### src/rtl/exb_pkg.sv
package exb_pkg;

   // How the block was entered, as seen by the leading-extent logic.
   typedef enum logic [1:0] {
      ENTRY_BRANCH = 2'd0,
      ENTRY_FRESH  = 2'd1,
      ENTRY_CARRY  = 2'd2
   } entry_e;

   function automatic entry_e classify_entry(input logic branch, input logic carry_nz);
      if (branch)        return ENTRY_BRANCH;
      else if (carry_nz) return ENTRY_CARRY;
      else               return ENTRY_FRESH;
   endfunction

endpackage

### src/rtl/exb_window.sv
module exb_window #(
   parameter int EXT = 14,
   parameter int DW  = 4,
   parameter int LW  = 5
) (
   input  logic [DW-1:0] dec,
   output logic [EXT-1:0] live,
   output logic [EXT:0]   reach,
   output logic [LW-1:0]  n_ext
);
   localparam int ALL = (2**DW) - 1;

   initial begin
      assert (EXT < 2**DW) else $error("exb_window: count field too narrow for EXT");
      assert (2**LW > EXT) else $error("exb_window: LW too narrow for EXT");
   end

   always_comb begin
      if (int'(dec) == ALL || int'(dec) >= EXT) n_ext = LW'(EXT);
      else                                      n_ext = LW'(dec);
   end

   // live: extent lies inside the decodable region; reach: boundary position may be read
   for (genvar i = 0; i < EXT; i++) begin : g_live
      assign live[i] = (LW'(i) < n_ext);
   end
   for (genvar i = 0; i <= EXT; i++) begin : g_reach
      assign reach[i] = (LW'(i) <= n_ext);
   end
endmodule

### src/rtl/exb_scan.sv
module exb_scan #(
   parameter int EXT  = 14,
   parameter int LW   = 5,
   parameter int MAXL = 6
) (
   input  logic [EXT:0]      field,
   input  logic [EXT-1:0]    live,
   input  logic [EXT:0]      reach,
   input  logic [LW-1:0]     n_ext,
   output logic [EXT*LW-1:0] len_bus,
   output logic              open_flag,
   output logic [LW-1:0]     open_len,
   output logic              long_err,
   output logic [LW-1:0]     first_start,
   output logic [LW-1:0]     first_bnd,
   output logic              bnd_found
);
   initial begin
      assert (MAXL >= 1 && MAXL <= EXT) else $error("exb_scan: MAXL out of range");
   end

   // Walk from the top so each start sees the nearest boundary above it.
   always_comb begin
      int nxt;
      nxt       = -1;
      len_bus   = '0;
      open_flag = 1'b0;
      open_len  = '0;
      long_err  = 1'b0;
      for (int k = EXT; k >= 0; k--) begin
         if (k < EXT) begin
            if (field[k] && live[k]) begin
               if (nxt < 0) begin
                  open_flag = 1'b1;
                  open_len  = n_ext - LW'(k);
                  if (open_len >= LW'(MAXL)) long_err = 1'b1;
               end else begin
                  len_bus[k*LW +: LW] = LW'(nxt - k);
                  if ((nxt - k) > MAXL) long_err = 1'b1;
               end
            end
         end
         if (field[k] && reach[k]) nxt = k;
      end
   end

   always_comb begin
      logic hit;
      hit         = 1'b0;
      first_start = n_ext;
      for (int k = 0; k < EXT; k++) begin
         if (!hit && field[k] && live[k]) begin
            first_start = LW'(k);
            hit         = 1'b1;
         end
      end
   end

   always_comb begin
      bnd_found = 1'b0;
      first_bnd = '0;
      for (int k = 0; k <= EXT; k++) begin
         if (!bnd_found && field[k] && reach[k]) begin
            first_bnd = LW'(k);
            bnd_found = 1'b1;
         end
      end
   end
endmodule

### src/rtl/exb_lead.sv
module exb_lead
   import exb_pkg::*;
#(
   parameter int LW   = 5,
   parameter int CW   = 3,
   parameter int MAXL = 6
) (
   input  logic [CW-1:0] carry,
   input  logic          branch,
   input  logic [LW-1:0] n_ext,
   input  logic          mark0,
   input  logic [LW-1:0] first_bnd,
   input  logic          bnd_found,
   output logic [LW-1:0] head_len,
   output logic          head_open,
   output logic [LW-1:0] head_partial,
   output logic          head_long,
   output logic          consist_err
);
   entry_e mode;

   initial begin
      assert (2**LW > 2**CW) else $error("exb_lead: LW too narrow for carry sums");
   end

   assign mode = classify_entry(branch, carry != '0);

   always_comb begin
      head_len     = '0;
      head_open    = 1'b0;
      head_partial = '0;
      head_long    = 1'b0;
      consist_err  = 1'b0;
      case (mode)
         ENTRY_CARRY: begin
            if (bnd_found) begin
               if (first_bnd == '0) consist_err = 1'b1;
               else begin
                  head_len  = LW'(carry) + first_bnd;
                  head_long = (head_len > LW'(MAXL));
               end
            end else begin
               head_open    = 1'b1;
               head_partial = LW'(carry) + n_ext;
               head_long    = (head_partial >= LW'(MAXL));
            end
         end
         ENTRY_FRESH: begin
            if (n_ext != '0 && !mark0) consist_err = 1'b1;
         end
         default: ;
      endcase
   end
endmodule

### src/rtl/exb_extent_decoder.sv
module exb_extent_decoder #(
   parameter int EXT  = 14,
   parameter int DW   = 4,
   parameter int CW   = 3,
   parameter int MAXL = 6,
   localparam int LW  = $clog2((2**CW) + EXT + 1)
) (
   input  logic              clk,
   input  logic              rst_n,
   input  logic              in_valid,
   input  logic [DW-1:0]     dec_cnt,
   input  logic [EXT:0]      mark_field,
   input  logic              via_branch,
   input  logic [CW-1:0]     carry_in,
   output logic              out_valid,
   output logic [EXT-1:0]    start_mask,
   output logic [EXT-1:0]    end_mask,
   output logic [EXT*LW-1:0] len_bus,
   output logic [LW-1:0]     head_len,
   output logic              incomplete,
   output logic [LW-1:0]     partial_len,
   output logic              err_end_past,
   output logic              err_len,
   output logic              err_consist
);
   logic [EXT-1:0]    live;
   logic [EXT:0]      reach;
   logic [LW-1:0]     n_ext;
   logic [EXT*LW-1:0] s_len;
   logic              s_open, s_long, bnd_found;
   logic [LW-1:0]     s_open_len, first_start, first_bnd;
   logic [LW-1:0]     h_len, h_partial;
   logic              h_open, h_long, h_consist;
   logic [EXT-1:0]    c_start, c_end, c_past;

   exb_window #(.EXT(EXT), .DW(DW), .LW(LW)) u_win (
      .dec(dec_cnt), .live(live), .reach(reach), .n_ext(n_ext)
   );

   exb_scan #(.EXT(EXT), .LW(LW), .MAXL(MAXL)) u_scan (
      .field(mark_field), .live(live), .reach(reach), .n_ext(n_ext),
      .len_bus(s_len), .open_flag(s_open), .open_len(s_open_len), .long_err(s_long),
      .first_start(first_start), .first_bnd(first_bnd), .bnd_found(bnd_found)
   );

   exb_lead #(.LW(LW), .CW(CW), .MAXL(MAXL)) u_lead (
      .carry(carry_in), .branch(via_branch), .n_ext(n_ext), .mark0(mark_field[0]),
      .first_bnd(first_bnd), .bnd_found(bnd_found),
      .head_len(h_len), .head_open(h_open), .head_partial(h_partial),
      .head_long(h_long), .consist_err(h_consist)
   );

   for (genvar i = 0; i < EXT; i++) begin : g_mask
      assign c_start[i] = mark_field[i] & live[i];
      assign c_end[i]   = mark_field[i+1] & live[i] & ~(via_branch & (LW'(i) < first_start));
      assign c_past[i]  = mark_field[i+1] & ~live[i];
   end

   always_ff @(posedge clk) begin
      if (!rst_n) begin
         out_valid    <= 1'b0;
         start_mask   <= '0;
         end_mask     <= '0;
         len_bus      <= '0;
         head_len     <= '0;
         incomplete   <= 1'b0;
         partial_len  <= '0;
         err_end_past <= 1'b0;
         err_len      <= 1'b0;
         err_consist  <= 1'b0;
      end else begin
         out_valid <= in_valid;
         if (in_valid) begin
            start_mask   <= c_start;
            end_mask     <= c_end;
            incomplete   <= s_open | h_open;
            err_end_past <= |c_past;
            err_len      <= s_long | h_long;
            err_consist  <= h_consist;
            if (h_consist) begin
               len_bus     <= '0;
               head_len    <= '0;
               partial_len <= '0;
            end else begin
               len_bus     <= s_len;
               head_len    <= h_len;
               partial_len <= s_open ? s_open_len : (h_open ? h_partial : '0);
            end
         end
      end
   end

   a_r10_valid_follows: assert property (@(posedge clk) disable iff (!rst_n)
      in_valid |=> out_valid);
   a_r10_idle_quiet: assert property (@(posedge clk) disable iff (!rst_n)
      !in_valid |=> !out_valid);
   a_r9_lengths_cleared: assert property (@(posedge clk) disable iff (!rst_n)
      (out_valid && err_consist) |-> (len_bus == '0 && head_len == '0 && partial_len == '0));
   a_r5_partial_nonzero: assert property (@(posedge clk) disable iff (!rst_n)
      (out_valid && incomplete && !err_consist) |-> (partial_len != '0));
   a_r8_long_open_flagged: assert property (@(posedge clk) disable iff (!rst_n)
      (out_valid && incomplete && partial_len >= LW'(MAXL)) |-> err_len);
   a_r1_start_bounded: assert property (@(posedge clk) disable iff (!rst_n)
      in_valid |=> ($countones(start_mask) <= int'($past(n_ext))));
   a_r2_end_bounded: assert property (@(posedge clk) disable iff (!rst_n)
      in_valid |=> ($countones(end_mask) <= int'($past(n_ext))));
endmodule

### config.mk
export PLATFORM = sky130hd
export DESIGN_NAME = exb_extent_decoder
export DESIGN_NICKNAME = d
export VERILOG_FILES = /design/src/rtl/exb_pkg.sv /design/src/rtl/exb_window.sv /design/src/rtl/exb_scan.sv /design/src/rtl/exb_lead.sv /design/src/rtl/exb_extent_decoder.sv
export SDC_FILE = /design/constraint.sdc
export NUM_CORES = 1
export LEC_CHECK = 0
export ABC_AREA = 1
export BUFFER_PORTS_ARGS = -buffer_cell sky130_fd_sc_hd__buf_2
export CAP_MARGIN = 20
export CORE_ASPECT_RATIO = 1.75
export CORE_UTILIZATION = 58
export DETAILED_ROUTE_END_ITERATION = 16
export PLACE_DENSITY = 0.91
export SLEW_MARGIN = 5
export SYNTH_ARGS = -nofsm -noshare
export SYNTH_HDL_FRONTEND = slang
export SYNTH_SLANG_ARGS = --single-unit
### constraint.sdc
create_clock -name clk -period 5.6 [get_ports clk]
set_input_delay 0.84 -clock clk [delete_from_list [all_inputs] [get_ports clk]]
set_output_delay 0.84 -clock clk [all_outputs]
set_load 0.01 [all_outputs]
# ---- Yosys cells after proc, flatten, opt, wreduce, memory -nomap -nowiden
# Index checks and enable logic that the tools add are counted.
# Widths: inputs -> output; s select.
dict set report classes {
  addsub 28
  magnitude_cmp 88
  eq_ne 3
  n_mux 232
  bitwise 100
  n_reduce_logical 117
}
# operator n
set ops {}
lappend ops {{$gt 32x4->1 const B} 14}
lappend ops {{$lt 32x1->1 const B} 14}
lappend ops {{$mux 32} 14}
lappend ops {{$mux 5} 65}
lappend ops {{$sub 32x5->32 const B} 6}
lappend ops {{$sub 32x4->32 const B} 4}
lappend ops {{$mux 1} 121}
lappend ops {{$mux 4} 22}
lappend ops {{$logic_and 1x1->1} 84}
lappend ops {{$and 1x1->1} 70}
lappend ops {{$ge 5x3->1 const B} 14}
lappend ops {{$mux 70} 1}
lappend ops {{$sub 32x3->32 const B} 2}
lappend ops {{$sub 32x2->32 const B} 1}
lappend ops {{$lt 4x5->1 const A} 6}
lappend ops {{$sub 4x4->5 const B} 6}
lappend ops {{$le 4x4->1 const A} 7}
lappend ops {{$logic_not 1->1} 28}
lappend ops {{$not 1->1} 28}
lappend ops {{$lt 4x4->1 const A} 6}
lappend ops {{$lt 3x5->1 const A} 4}
lappend ops {{$sub 4x3->5 const B} 4}
lappend ops {{$le 3x4->1 const A} 4}
lappend ops {{$lt 3x4->1 const A} 4}
lappend ops {{other kinds (24)} 39}
dict set report totals {
  reg_bits 113
  output_inout_bits 113
  elab_cells 578
}

# ---- Logic depth before layout (Yosys ltp)
dict set report depth {
  word_depth 68
  mapped_depth 38
  ltp_nobuf 37
}

# ---- By module
# Synthesis repeated with hierarchy kept, for this count alone.
dict set report hier_totals {
  cells_unflattened 1353
  area_unflattened_um2 9288.9
}
# mod n_inst cells_per_inst area_each_um2
set modules_own_cells {}
lappend modules_own_cells {exb_scan 1 804 4679.5}
lappend modules_own_cells {exb_extent_decoder 1 418 3930.0}
lappend modules_own_cells {exb_lead 1 84 454.2}
lappend modules_own_cells {exb_window 1 47 225.2}

# ---- Least setup slack after synthesis
# OpenSTA, ideal clock, no wires.
dict set report synth_path {
  path_kind {input-to-reg}
  from {input dec_cnt[2]}
  to {register err_len}
  t_arrival_ns 4.463
  t_required_ns 5.481
  slack_ns 1.018
  cell_stages 37
  path_cell_list {ha_1 -> buf_6 -> nand2_4 -> nand2_2 -> inv_1 -> nor2_1 -> ha_1 -> inv_1 -> nand3_1 -> nand2_2 -> nand2_1 -> nand2_1 -> nand2_1 -> nand2_1 -> nand2_1 -> nand2_2 -> nand2_1 -> nand2_2 -> nand2_1 -> nand2_1 -> nand2_1 -> inv_1 -> nor2_2 -> inv_1 -> ha_1 -> inv_1 -> nor2_1 -> inv_1 -> ha_1 -> nor3b_1 -> nand4_1 -> nor4_1 -> o211ai_1 -> nand2_1 -> nand2_1 -> nand2_1 -> a21oi_1}
}
dict set report synth_between {
  elab_chain_cells 68
  word_cells_on_any_way 280
  cone_classes {add/sub (28); order compare (74); eq/ne (1); mux (103); bitwise (1); reduce/logical (73)}
}
# element line
set synth_lines {}
lappend synth_lines {{from (decl)} exb_extent_decoder.sv:11} ;# input logic [DW-1:0] dec_cnt,
lappend synth_lines {{$ge 4x4->1 or $eq 4x1->1 (tied branches)} exb_window.sv:19} ;# if (int'(dec) == ALL || int'(dec) >= EXT) n_ext = LW'(EXT);
lappend synth_lines {{$logic_or 1x1->1} exb_window.sv:19}
lappend synth_lines {{$mux 4 (*)} exb_window.sv:19}
lappend synth_lines {{parallel branches: the longest is 64 deep, another holds $sub 32x5->32} --}
lappend synth_lines {{$or 1x1->1 (*)} exb_extent_decoder.sv:78} ;# err_len <= s_long | h_long;
lappend synth_lines {{to (signal assigned)} exb_extent_decoder.sv:78}
lappend synth_lines {{to (decl)} exb_extent_decoder.sv:23} ;# output logic err_len,
# Mark *: on every way between the ends.
# A chain may end at the register's enable or synchronous reset.

# ---- Worst setup path in the final report
# Same ends and word-level chain as after synthesis.

==> results.ini <==
[worst_setup_path]
critical_path.top_delay_family=simple AND/OR/NAND/NOR gates
critical_path_buffers_and_inverters=4
crit_path_start_kind=primary input
crit_fanout=8
crit_required_ns=5.84
endpoint_kind=register
timing.rr.end=err_end_past
regToRegSetupSlack_ns=4.84
max_stage_delay_ns=0.32
critical_path_cell_count=32
critPathSlowestCell=nor4b_1
worst-endpoint-arrival_ns=5.41
timing.reg2reg.worst_path_depth=2
critical_path.reg2reg.startpoint=err_end_past
path_class=primary input to register

[clocking]
tritoncts=yes
cts.clk_slew.worst_paths_ns=0.08
cts_root_buf=clkbuf_16
clk_latency_ns=0.35
post_cts.repair.setup_buffers=0
h-tree-depth=3
cts_made_buffers=9
clk_path_buf_depth=2
ctsResizeCount=0
cts.hold.buffers_added=0
clkSinkCount=100

[pwr]
p_leak_nw=4.765
seq_power_share_pct=37.0
power.density_nw_per_um2=223.2
power.share.combinational_pct=31.6
intPower_mw=1.247
sw_frac_of_total_pct=38.43
peakVddDrop_mv=0.1646
power_frac_clock_pct=31.4
p_switching_uw=778.1

[drt]
first_pass_iters=6
ant_nets=0
dr_total_vias=8958
postRouteWirelength_mm=29.84
wl_per_cell_um=19.71
via_per_inst=5.917
drt_drc_violations_left=0
drt_first_iter_violations=763

[synth]
syn-instance-count=1193
synth_compound_gate_area_share_pct=14.00
yosysWarningCount=0
syn-cell-area_um2=7939
yosysTopAreaCellShare_pct=25.22
synth_simple_gate_area_share_pct=36.97
yosys.area.top_type=dfxtp_1
total_of_flip_flops_plus_latches_after_synthesis=100
synth_area_leaders=dfxtp_1 (25%), nand2_1 (16%), ha_1 (12%)
synth_cell_types=58
post_synth_fa_ha_maj_area_fraction_pct=12.01
synth_enable_flop_cells=0
synth_top_family_by_area=simple AND/OR/NAND/NOR gates
post_synth_mux_area_share_pct=0
asyncSetResetFlopFracSynth_pct=0
avgSynthCellArea_um2=6.655
yosysSeqAreaShare_pct=25.22
dominantRegCellSynth=dfxtp_1
post_synth_xor_area_fraction_pct=1.214

[run]
max_cap_viol_count=0

[floorplanning]
io_pins=139
die_w_um=90.44
die-height_um=156.8
num_rows=56
floorplan.core_area_um2=13380
initial_utilization_pct=59.32
die_footprint_um2=14180

[final_layout]
layout.cells.most_common_list=nand2_1 (338), inv_1 (140), buf_2 (125)
mostFrequentLayoutCell=nand2_1
n_antenna_cell=0
n_fill_cell=1248
multi_input_gate_area_in_the_final_layout_um2=5244
area.sequential_um2=2002
area_growth_pct=14.29
nNetsFinal=1436
post_route_cells_drive_above_1_share_pct=17.91
final-instance-count-excl-fill=1514

[timing]
fin_setup_tns_ns=0
finalHoldViolations=0
worst_skew_ns=0
final.setup.worst_slack_ns=0.4324
maxSlewHeadroom_pct=37.54
min_period_over_period_pct=92.28
setup_viol=0
finalWorstPathRequiredPeriod_ns=5.168
worst_slew_pin_slew_ns=0.9346
drv_slew=0
achievable-frequency_mhz=193.5

[place]
buffer_ports.inserted=125
dp_hpwl_mm=24.02
dp.cells=1498
dpl_worst_slack_ns=0.1644
gpl.final_weighted_congestion=1.046

[global_routing]
number_of_antenna_violations_at_the_first_check_in_global_routing=0
groute.usage.overall_pct=41.62
grt_remaining_overflow=0
first_global_vias=8679
largest_net_degree_at_the_start_of_global_routing=37
grt_pass1_wl_mm=45.00

[min_path]
hold_depth=2
hold_start=len_bus[34]
worstHoldEndpoint=len_bus[34]
hold_removal_path_class=register to register

[run_status]
run_status=complete, no violations

worst max-delay path by stage:
stage / startpoint / to / slack [ns]
5_1_grt: dec_cnt[2] / err_len / -0.006
3_5_place_dp: dec_cnt[2] / err_len / 0.16
4_1_cts: dec_cnt[2] / err_len / 0.51
2_1_floorplan: dec_cnt[2] / err_len / 1.02
3_3_place_gp: dec_cnt[2] / err_len / 0.39
6_report: dec_cnt[2] / err_len / 0.43
per-stage QoR:
stage	power (mW)	hold WS [ns]	area, um2	util, %
2_1_floorplan	1.185	0.4541	8066	-
5_1_grt	2.106	0.4483	9074	67.80
4_1_cts	2.001	0.4348	9069	67.76
6_report	2.025	0.4325	9074	67.80
3_3_place_gp	1.372	0.4157	8773	65.56
3_5_place_dp	1.384	0.4194	8773	65.56
worst reg2reg max path: cells and delay by family (launching register included):
family         cells  cell delay (ns)
flip-flops         1             0.39
AO/OA/AOI/OAI      2             0.30
cells by family (layout without fill, tap and decap cells):
logic type	count (synthesis)	after routing
AND/OR/NAND/NOR	633	633
buffers and inverters	198	311
AO/OA/AOI/OAI	174	174
flip-flops	100	100
adder cells (fa/ha/maj)	75	75
XOR/XNOR	11	11
other	2	36
cell usage after synthesis (all sizes together) (4+ instances only):
cell    instances
nand2         367
inv           156
nor2          118
dfxtp         100
nand3          93
o21ai          79
ha             73
a21oi          34
nand4          21
nor3           20
clkbuf         19
buf            18
o31ai          18
a32o           11
o211ai          8
o41ai           7
xor2            6
nor4            5
xnor2           5
a21boi          4
clkinv          4
metal layers:
layer  routed length [um]  vias up  GRT usage [%]
li1                     -     4140              -
met1                10280     4129          41.97
met3                 2017      178          5.637
met5                    0        -              0
met4                 2489        0          32.72
met2                15050      511          76.48
power by group through the flow:
stage	Clock [mW]	Sequential [mW]	Combinational [mW]
2_1_floorplan	0	0.777	0.408
6_report	0.635	0.750	0.640
4_1_cts	0.629	0.749	0.622
3_3_place_gp	0	0.765	0.608
3_5_place_dp	0	0.766	0.619
5_1_grt	0.658	0.752	0.696
state kept, by name, summed over array words and instances (netlist names):
register	cells
err_consist	1
partial_len	5
head_len	5
err_len	1
len_bus	57
start_mask	14
incomplete	1
end_mask	14
err_end_past	1
out_valid	1
area by class of cell:
class,count,share of cell area (%)
Clock inverter,6,0.6205
Multi-Input combinational cell,929,57.79
Inverter,160,6.771
Tap cell,174,2.399
Sequential cell,100,22.06
Clock buffer,10,2.634
Timing Repair Buffer,135,7.722
Note: power is estimated with default switching activity, not from simulation.
